## config.mk

```make
export PLATFORM = sky130hd
export DESIGN_NAME = irq_bus_seq
export DESIGN_NICKNAME = d
export VERILOG_FILES = /design/src/rtl/irq_bus_seq_pkg.sv /design/src/rtl/irq_bus_seq_fall.sv /design/src/rtl/irq_bus_seq_ieflag.sv /design/src/rtl/irq_bus_seq_arb.sv /design/src/rtl/irq_bus_seq.sv
export SDC_FILE = /design/constraint.sdc
export NUM_CORES = 1
export LEC_CHECK = 0
export CORE_MARGIN = 2
export CORE_UTILIZATION = 29
export DETAILED_ROUTE_END_ITERATION = 10
export HOLD_SLACK_MARGIN = 0.15
export PLACE_DENSITY = 0.8
export SYNTH_ARGS = -nofsm -noshare
export SYNTH_HDL_FRONTEND = slang
export SYNTH_SLANG_ARGS = --single-unit
```

## constraint.sdc

```tcl
create_clock -name clk -period 1.8 [get_ports clk]
set_input_delay 0.18 -clock clk [delete_from_list [all_inputs] [get_ports clk]]
set_output_delay 0.18 -clock clk [all_outputs]
set_load 0.05 [all_outputs]
```

## src/rtl/irq_bus_seq_pkg.sv

```systemverilog
package irq_bus_seq_pkg;

  typedef enum logic [1:0] {
    ACT_NONE   = 2'd0,
    ACT_BUS    = 2'd1,
    ACT_FORCED = 2'd2,
    ACT_MASKED = 2'd3
  } seq_act_e;

  // Priority at a boundary: bus grant, then forced interrupt, then masked interrupt.
  function automatic seq_act_e pick_action(
    input logic at_boundary,
    input logic bus_rq,
    input logic force_rq,
    input logic mask_rq,
    input logic ie
  );
    seq_act_e a;
    a = ACT_NONE;
    if (at_boundary) begin
      if (bus_rq)
        a = ACT_BUS;
      else if (force_rq)
        a = ACT_FORCED;
      else if (mask_rq && ie)
        a = ACT_MASKED;
    end
    return a;
  endfunction

  function automatic logic is_vector(input seq_act_e a);
    return (a == ACT_FORCED) || (a == ACT_MASKED);
  endfunction

endpackage

```

## src/rtl/irq_bus_seq_fall.sv

```systemverilog
module irq_bus_seq_fall (
  input  logic clk,
  input  logic rst,
  input  logic line_n,
  output logic fall,
  output logic state
);
  logic prev_q;

  assign fall = prev_q & ~line_n;

  always_ff @(posedge clk) begin
    if (rst) begin
      prev_q <= 1'b1;
      state  <= 1'b0;
    end else begin
      prev_q <= line_n;
      if (fall)
        state <= ~state;
    end
  end
endmodule

```

## src/rtl/irq_bus_seq_ieflag.sv

```systemverilog
module irq_bus_seq_ieflag (
  input  logic clk,
  input  logic rst,
  input  logic set_i,
  input  logic clr_i,
  output logic flag
);
  always_ff @(posedge clk) begin
    if (rst)
      flag <= 1'b0;
    else if (clr_i)
      flag <= 1'b0;
    else if (set_i)
      flag <= 1'b1;
  end
endmodule

```

## src/rtl/irq_bus_seq_arb.sv

```systemverilog
module irq_bus_seq_arb
  import irq_bus_seq_pkg::*;
(
  input  logic     at_boundary,
  input  logic     bus_rq,
  input  logic     force_rq,
  input  logic     mask_rq,
  input  logic     ie,
  output seq_act_e act
);
  always_comb act = pick_action(at_boundary, bus_rq, force_rq, mask_rq, ie);
endmodule

```

## src/rtl/irq_bus_seq.sv

```systemverilog
module irq_bus_seq
  import irq_bus_seq_pkg::*;
#(
  parameter int                ADDR_W    = 16,
  parameter logic [ADDR_W-1:0] RESET_VEC = 16'h1000,
  parameter logic [ADDR_W-1:0] INT_VEC   = 16'h1004
) (
  input  logic              clk,
  input  logic              mstr_rst,
  input  logic              irq_mask_n,
  input  logic              irq_force_n,
  input  logic              dma_req_n,
  input  logic              stop_n,
  input  logic              ie_set,
  input  logic              ie_clr,
  input  logic              instr_done,
  input  logic              instr_intok,
  output logic              ie_flag,
  output logic              cpu_go,
  output logic              vec_take,
  output logic [ADDR_W-1:0] vec_addr,
  output logic              pc_rst_load,
  output logic [ADDR_W-1:0] pc_rst_addr,
  output logic              bus_ack,
  output logic              halted
);
  // Named internal events, brought out for the checker.
  logic     boundary;
  logic     stop_fall;
  logic     take_now;
  logic     grant_start;
  logic     grant_end;
  seq_act_e act;

  assign cpu_go   = ~(pc_rst_load | bus_ack | halted | vec_take);
  assign boundary = instr_done & instr_intok & cpu_go;

  irq_bus_seq_fall u_stop (
    .clk    (clk),
    .rst    (mstr_rst),
    .line_n (stop_n),
    .fall   (stop_fall),
    .state  (halted)
  );

  irq_bus_seq_ieflag u_ie (
    .clk   (clk),
    .rst   (mstr_rst),
    .set_i (ie_set),
    .clr_i (ie_clr),
    .flag  (ie_flag)
  );

  irq_bus_seq_arb u_arb (
    .at_boundary (boundary),
    .bus_rq      (~dma_req_n),
    .force_rq    (~irq_force_n),
    .mask_rq     (~irq_mask_n),
    .ie          (ie_flag),
    .act         (act)
  );

  assign take_now    = is_vector(act);
  assign grant_start = (act == ACT_BUS);
  assign grant_end   = bus_ack & dma_req_n;

  always_ff @(posedge clk) begin
    if (mstr_rst) begin
      pc_rst_load <= 1'b1;
      pc_rst_addr <= RESET_VEC;
      vec_take    <= 1'b0;
      vec_addr    <= '0;
      bus_ack     <= 1'b0;
    end else begin
      pc_rst_load <= 1'b0;
      pc_rst_addr <= '0;
      vec_take    <= take_now;
      vec_addr    <= take_now ? INT_VEC : '0;
      if (grant_start)
        bus_ack <= 1'b1;
      else if (grant_end)
        bus_ack <= 1'b0;
    end
  end
endmodule

```

After elaboration in Yosys (flattened, before gate mapping)
Cells that the tools add are included.

word-level totals
  register bits = 38
  input bits = 10
  output and inout bits = 38
  logic and storage cells = 35

operators by class
  eq/ne operators = 3
  multiplexer cells = 9
  bitwise operators = 11
  reduce and logical (&&, ||, !) cells = 4

operators by type and width
  kind                                                 count
  two-way mux 13 bit                                   2
  two-way mux 2 bit                                    4
  AND 1 bit                                            4
  equality test 2 bit, second input constant           2
  inverter 1 bit                                       4
  two-way mux 1 bit                                    3
  bitwise OR 1 bit                                     3
  equality test 2 x 1 -> 1 bit, second input constant  1
  nonzero test 2 bit                                   1
  OR reduction 2 bit                                   1
  logical AND 1 bit                                    1
  logical OR 1 bit                                     1

Longest topological paths before layout
Gate-level depths: netlist (run 1).

  depth after elaboration = 9
  mapped depth = 3
  gate-level depth less buffers = 3

Cells and area by module
From an unflattened synthesis (run 1), not the netlist that was laid out.

unflattened totals
  cell total of the unflattened synthesis = 60
  area total of the unflattened synthesis = 511.7 um2

by module, submodules not included
  module              instances  cells an instance  area an instance (um2)  seq. area each (um2)
  irq_bus_seq         1          45                 359.1                   60.1
  irq_bus_seq_fall    1          7                  85.1                    40.0
  irq_bus_seq_arb     1          5                  33.8                    0.0
  irq_bus_seq_ieflag  1          3                  33.8                    20.0

Worst setup path before layout (run 1)
No wires, ideal clock.

  path type = reg2reg
  start = reg bus_ack
  end = reg vec_addr[2]
  setup time = 61 ps
  arrival = 1996 ps
  required time = 1739 ps
  setup slack = -257 ps
  stages on the path, launching flop included = 4
  buffers on the path = 0
  period minus slack after synthesis = 2057 ps
  cell sequence = dfxtp_1 > nor4_2 > and3_1 > and4b_1

between the ends
  word-level cells in the longest chain between the ends = 9
  elaborated cells on any way between the ends = 10
  classes of those cells = eq/ne (2); mux (2); bitwise (5); reduce/logical (1)

ends and longest elaborated chain
  what                             line                   RTL
  start: declaration               irq_bus_seq.sv:24      output logic bus_ack,
  start signal: assignment         irq_bus_seq.sv:73      bus_ack <= 1'b0;
  start signal: assignment         irq_bus_seq.sv:80      bus_ack <= 1'b1;
  start signal: assignment         irq_bus_seq.sv:82      bus_ack <= 1'b0;
  bitwise OR 1 bit * (3 in a row)  irq_bus_seq.sv:35      assign cpu_go = ~(pc_rst_load | bus_ack | halted | vec_take);
  inverter 1 bit *                 irq_bus_seq.sv:35
  via cpu_go                       irq_bus_seq.sv:19      output logic cpu_go,
  AND 1 bit *                      irq_bus_seq.sv:36      assign boundary = instr_done & instr_intok & cpu_go;
  two-way mux 2 bit *              irq_bus_seq_pkg.sv:20  if (at_boundary) begin
  equality test 2 bit              irq_bus_seq_pkg.sv:32  return (a == ACT_FORCED) || (a == ACT_MASKED);
  logical OR 1 bit *               irq_bus_seq_pkg.sv:32
  two-way mux 13 bit *             irq_bus_seq.sv:78      vec_addr <= take_now ? INT_VEC : '0;
  end signal: assignment           irq_bus_seq.sv:78
  end: declaration                 irq_bus_seq.sv:21      output logic [ADDR_W-1:0] vec_addr,

The timed path passes the listed nets; every way through them passes the cells marked *.
A chain may end at the register's enable or synchronous reset.

Final worst setup path (run 1)
  start = reg u_stop.state
  end = out halted

RTL lines
  what                      line                    RTL
  start: declaration        irq_bus_seq_fall.sv:6   output logic state
  start signal: assignment  irq_bus_seq_fall.sv:19  state <= ~state;
  end: declaration          irq_bus_seq.sv:25       output logic halted

No word-level cell between the ends.

==> metrics.yaml, run 1 <==
clock_tree:
  cts_tree: "built"
  clockBufferDepth: 2
  htreeDepth: 1
  clkTransAtPathRegs_ns: 0.04
  insertion_delay_ns: 0.24
  hold_buffers: 0
  cts_setup_buffers: 0
  clockRootBuffer: "clkbuf_4"
  cts_resized: 0
  cts.sinks: 6
  numCtsBuffers: 3
yosys:
  avgSynthCellArea_sq_um: 8.590
  yosysTopAreaCell: "buf_4"
  synth_area_sq_um: 446.7
  synth_top_area_share_pct: 53.78
  synth_cell_types: 14
  yosysSeqAreaShare_pct: 26.89
  yosysWarnings: 0
  ys_ff_latch: 6
  postSynthCellCount: 52
  ys_top_cells_by_area: "buf_4 54%, dfxtp_1 27%, nor4_2 2.8%, nor2_1 2.5%, and4b_1 2.2%"
final_layout:
  syn2layout_area_growth_pct: 21.01
  utilization_pct: 36.73
  drive_gt1_share_pct: 8.696
  fillers: 159
  stdcell_area_sq_um: 540.5
  fin_nets: 81
  n_antenna_cell: 0
timing:
  rsz0062_at_grt: "no"
  fmaxAchievable_mhz: 594.6
  finalClockSkew_ns: 0.0005227
  maxSlewViolCount: 0
  period_share_pct: 93.44
  slew_headroom_pct: 66.87
  final_hold_viol_count: 0
  setup_tns_ns: 0
  setup_viol: 0
  fin_crit_ns: 1.682
  worstMarginPinSlew_ns: 0.4954
worst_setup_path:
  critical-path-top-delay-family: "buffers and inverters"
  crit_path_cell_trace: "clkdlybuf4s50_1"
  r2r-start: "bus_ack"
  critPathLaunch: "u_stop.state"
  cp-end-kind: "primary output"
  path_max_fanout: 3
  crit_type: "flip-flop to primary output"
  cp_slowest_stage_delay_ns: 0.84
  r2r_slack_ns: 0.71
  startpoint_type: "flip-flop"
  slowest_stage: "clkdlybuf4s50_1"
  path_buf_inv: 1
  crit_required_ns: 1.62
  arrival_ns: 1.50
drt:
  antenna_left: 0
  first_pass_iters: 1
  via_per_inst: 3.424
  wl_um: 665
  drc: 0
  vias: 291
  drt_iter0_markers: 0
  routedWlPerCell_um: 7.824
status:
  outcome: "finished, final reports clean"
pwr:
  p_per_area_nw_per_um2: 905.2
  p_leak_nw: 0.2611
  peakVddDrop_mv: 0.3918
placement:
  place_area_sq_um: 518.0
  gp_congestion: 0.5953
  numPortBuffers: 18
  post-dp-hpwl_um: 598.5
global_route:
  antenna_found_initial: 0
  grt_max_degree: 7
  grt_overflow_total: 0
  grt_pass1_wl_um: 945
  grt_pass1_vias: 228
  track_usage_pct: 7.639
hold_path:
  worstHoldStart: "ie_clr"
  hold_class: "primary input to flip-flop"
floorplanning:
  fp.dieW_um: 43.25
  die_y_um: 43.25
  coreArea_sq_um: 1471
  rows: 14
  top_level_ports: 48
  die-area_sq_um: 1870
  start_util_pct: 30.36
flow_run:
  cap_violations: 0
## routing by layer
layer | part of all wire [%] | vias to the layer above | global-route usage, %
met4 | 0 | 0 | 1.818
met2 | 52 | 31 | 12.54
met3 | 17 | 0 | 7.660
met5 | 0 | - | 0
li1 | - | 137 | -
met1 | 31 | 123 | 6.460
## area by class of cell
type                       count  area [sq um]  area share (%)
multi-input combinational     41         196.4           36.34
inverter                       1         3.754          0.6944
sequential                     6         120.1           22.22
timing repair buffer          18         177.7           32.87
tap                           16         20.02           3.704
clock buffer                   3         22.52           4.167
## flip-flops by register name (all words and copies together) (netlist names)
register / flops
bus_ack: 1
pc_rst_addr: 1
u_ie.flag: 1
u_stop.prev_q: 1
u_stop.state: 1
vec_addr: 1
## cells in the final DEF, fill, tap and decap left out
| cell type | Yosys | layout |
|---|---|---|
| nor2b_1 | 1 | 1 |
| buf_4 | 32 | 1 |
| dfxtp_1 | 6 | 6 |
| or2_2 | 1 | 1 |
| clkdlybuf4s50_1 | 0 | 17 |
| conb_1 | 1 | 29 |
| nor3_1 | 1 | 1 |
| and4b_1 | 1 | 1 |
| and3_1 | 1 | 1 |
| clkbuf_4 | 0 | 3 |
| xnor2_1 | 1 | 1 |
| nor2_1 | 3 | 3 |
| inv_1 | 1 | 1 |
| o21a_1 | 1 | 1 |
| o21ai_0 | 1 | 1 |
| nor4_4 | 0 | 1 |
## path summary, 6_finish.rpt
path	endpoint	cells after the start
max	halted	1
min	u_ie.flag	2
max reg2reg	vec_addr[2]	3
min reg2reg	u_ie.flag	2
## through the flow
stage               power (mW)  worst slack, ns  hold WS [ns]  instances
floorplan               0.3792          0.07856        0.2077         80
global placement        0.3663           0.3879        0.5051         82
detailed placement      0.3684           0.3659        0.5174         82
CTS                     0.4961          0.09819        0.4847         85
global route            0.5184          0.04693        0.4943         85
finish                  0.4893           0.1181        0.4895         85
## cell usage after synthesis
cell	number
dfxtp_1	6
buf_4	32
nor3_1	1
and3_1	1
or2_2	1
inv_1	1
xnor2_1	1
nor4_2	1
o21ai_0	1
and4b_1	1
conb_1	1
nor2b_1	1
nor2_1	3
o21a_1	1
## power breakdown
group | internal, mW | switching, mW | leakage, nW | total (mW)
logic | 0.0411 | 0.177 | 0.198 | 0.218
clock network | 0.0754 | 0.0478 | 0.0138 | 0.123
registers | 0.140 | 0.00753 | 0.0495 | 0.148
total | 0.257 | 0.233 | 0.261 | 0.489
## cell families (layout without fill, tap and decap cells)
group	after synthesis	after routing	share of synthesized area (%)
xor gates and xnor gates	1	1	1.961
DFF	6	6	26.89
AOI/OAI and AO/OA	2	2	2.801
buffers and inverters	33	22	54.62
and+or+nand+nor	9	9	12.89
other	1	29	0.8395
(Power assumes the default switching activity.)
==> inputs of run 2 (changes only) <==
--- a/config.mk
+++ b/config.mk
@@ -8,7 +8,6 @@
 export CORE_MARGIN = 2
 export CORE_UTILIZATION = 29
 export DETAILED_ROUTE_END_ITERATION = 10
-export HOLD_SLACK_MARGIN = 0.15
 export PLACE_DENSITY = 0.8
 export SYNTH_ARGS = -nofsm -noshare
 export SYNTH_HDL_FRONTEND = slang
==> results of run 2 <==
No change in the layout: final DEF, timing and power equal those of run 1.
==> inputs of run 3 (changes only) <==
--- a/config.mk
+++ b/config.mk
@@ -9,6 +9,7 @@
 export CORE_UTILIZATION = 29
 export DETAILED_ROUTE_END_ITERATION = 10
 export PLACE_DENSITY = 0.8
+export SETUP_SLACK_MARGIN = 0.1
 export SYNTH_ARGS = -nofsm -noshare
 export SYNTH_HDL_FRONTEND = slang
 export SYNTH_SLANG_ARGS = --single-unit
==> run 3 against run 2 <==
Net effect: cell area is 0.93% higher; wire length is 1.4% higher; register-to-register slack better by 0.02 ns; via count is 3.4% higher; worst setup slack better by 0.051 ns; die area stayed put; count of clock-buffer cells in the layout stayed put; utilization is 0.34 points higher; first-iteration DRC count is 4 higher; clock power hardly changed; sequential power hardly changed; cell count stayed put; critical path type unchanged; largest cell class unchanged.
==> metrics.yaml, run 3 (synthesized netlist as in run 1, its figures left out) <==
status:
  outcome: "finished, final reports clean"
drt:
  drc: 0
  drt_iter0_markers: 4
  vias: 301
  via_per_inst: 3.541
  wl_um: 674
  routedWlPerCell_um: 7.929
  first_pass_iters: 4
  antenna_left: 0
worst_setup_path:
  cp_slowest_stage_delay_ns: 0.83
  startpoint_type: "flip-flop"
  critical-path-top-delay-family: "buffers and inverters"
  crit_required_ns: 1.62
  reg2reg_depth: 3
  cp.depth: 1
  path_buf_inv: 1
  arrival_ns: 1.45
  slowest_stage: "clkdlybuf4s50_1"
  path_max_fanout: 3
  crit_type: "flip-flop to primary output"
  critPathLaunch: "pc_rst_addr[12]"
  crit_path_cell_trace: "clkdlybuf4s50_1"
  cp-end-kind: "primary output"
  r2r-start: "vec_addr[2]"
floorplanning:
  die_y_um: 43.25
  top_level_ports: 48
  rows: 14
  start_util_pct: 30.36
  die-area_sq_um: 1870
  fp.dieW_um: 43.25
  coreArea_sq_um: 1471
global_route:
  grt_max_degree: 7
  met3_usage_pct: 8.936
  grt_overflow_total: 0
  use_met2_pct: 13.43
  grt_pass1_vias: 235
  grt_pass1_wl_um: 959
  track_usage_pct: 7.799
  met1_usage_pct: 5.398
  antenna_found_initial: 0
  busiest_layer: "met2"
final_layout:
  utilization_pct: 37.07
  seq_area_sq_um: 122.6
  syn2layout_area_growth_pct: 22.13
  fin_nets: 81
  multi_input_area_sq_um: 196.4
  n_antenna_cell: 0
  final_cells: 85
  fillers: 162
  layout_commonest_cell: "conb_1"
  layout_common_cells: "29 x conb_1, 16 x clkdlybuf4s50_1, 4 x dfxtp_1"
  drive_gt1_share_pct: 11.59
  stdcell_area_sq_um: 545.5
pwr:
  peakVddDrop_mv: 0.4815
  combinationalPowerShare_pct: 44.6
  seq_power_share_pct: 30.2
  p_int_mw: 0.2571
  p_clk_share_pct: 25.2
  p_per_area_nw_per_um2: 898.2
  total_power_mw: 0.4900
  p_leak_nw: 0.2801
  p_sw_share_pct: 47.54
  power_switching_mw: 0.2330
clock_tree:
  cts_setup_buffers: 0
  clockRootBuffer: "clkbuf_4"
  htreeDepth: 1
  insertion_delay_ns: 0.24
  clockBufferDepth: 2
  numCtsBuffers: 3
  cts.sinks: 6
  clkTransAtPathRegs_ns: 0.05
  cts_tree: "built"
placement:
  numPortBuffers: 18
  post-dp-hpwl_um: 580.6
  gp_congestion: 0.5508
  place_area_sq_um: 520.5
  placedCellCount: 82
hold_path:
  hold_class: "primary input to flip-flop"
  hold_depth: 2
  worstHoldStart: "ie_clr"
timing:
  rsz0062_at_grt: "no"
  slew_headroom_pct: 66.24
  finalClockSkew_ns: 0.002163
  worstMarginPinSlew_ns: 0.5048
  period_share_pct: 90.59
  fin_crit_ns: 1.631
  setup_viol: 0
  maxSlewViolCount: 0
  fmaxAchievable_mhz: 613.3
  setup_tns_ns: 0
  final_hold_viol_count: 0
flow_run:
  cap_violations: 0
[run 3: changes by cell type in the layout (fill, tap and decap cells not counted), sizes merged]
cell	change
clkdlybuf4s50	-1
dlymetal6s2s	+1
[run 3: cell type report]
type / instances / share of cell area (%)
Multi-Input combinational cell: 41 / 36.01
Timing Repair Buffer: 18 / 33.03
Sequential cell: 6 / 22.48
Clock buffer: 3 / 4.128
Tap cell: 16 / 3.670
Inverter: 1 / 0.6881
[run 3: final timing paths]
check                              endpoint  slack (ns)
worst max-delay path            pc_rst_load        0.17
worst max register to register  vec_addr[2]        0.73
worst min-delay path              u_ie.flag        0.48
worst min register to register    u_ie.flag        0.51
[run 3: power by group through the flow]
stage | logic, mW | clock network, mW | registers [mW]
after floorplan | 0.211 | 0 | 0.169
after global placement | 0.217 | 0 | 0.151
after detailed placement | 0.218 | 0 | 0.151
after CTS | 0.218 | 0.134 | 0.148
after global routing | 0.227 | 0.142 | 0.149
final | 0.219 | 0.123 | 0.148
[run 3: through the flow]
stage | worst slack (ns) | hold slack [ns]
final | 0.1694 | 0.4807
after global placement | 0.4259 | 0.5024
after floorplan | 0.1352 | 0.2077
after detailed placement | 0.3932 | 0.5136
after global routing | 0.1111 | 0.4690
after CTS | 0.1262 | 0.4667
[run 3: what timing repair did]
action / 4_1_cts / 5_1_grt
resized for setup: 0 / 1
setup endpoints to repair: 0 / 1
hold buffers: 0 / 0
[run 3: metal layers]
metal	wire, um	up-vias
li1	-	136
met1	214	131
met2	325	34
met3	134	0
met4	0	0
met5	0	-
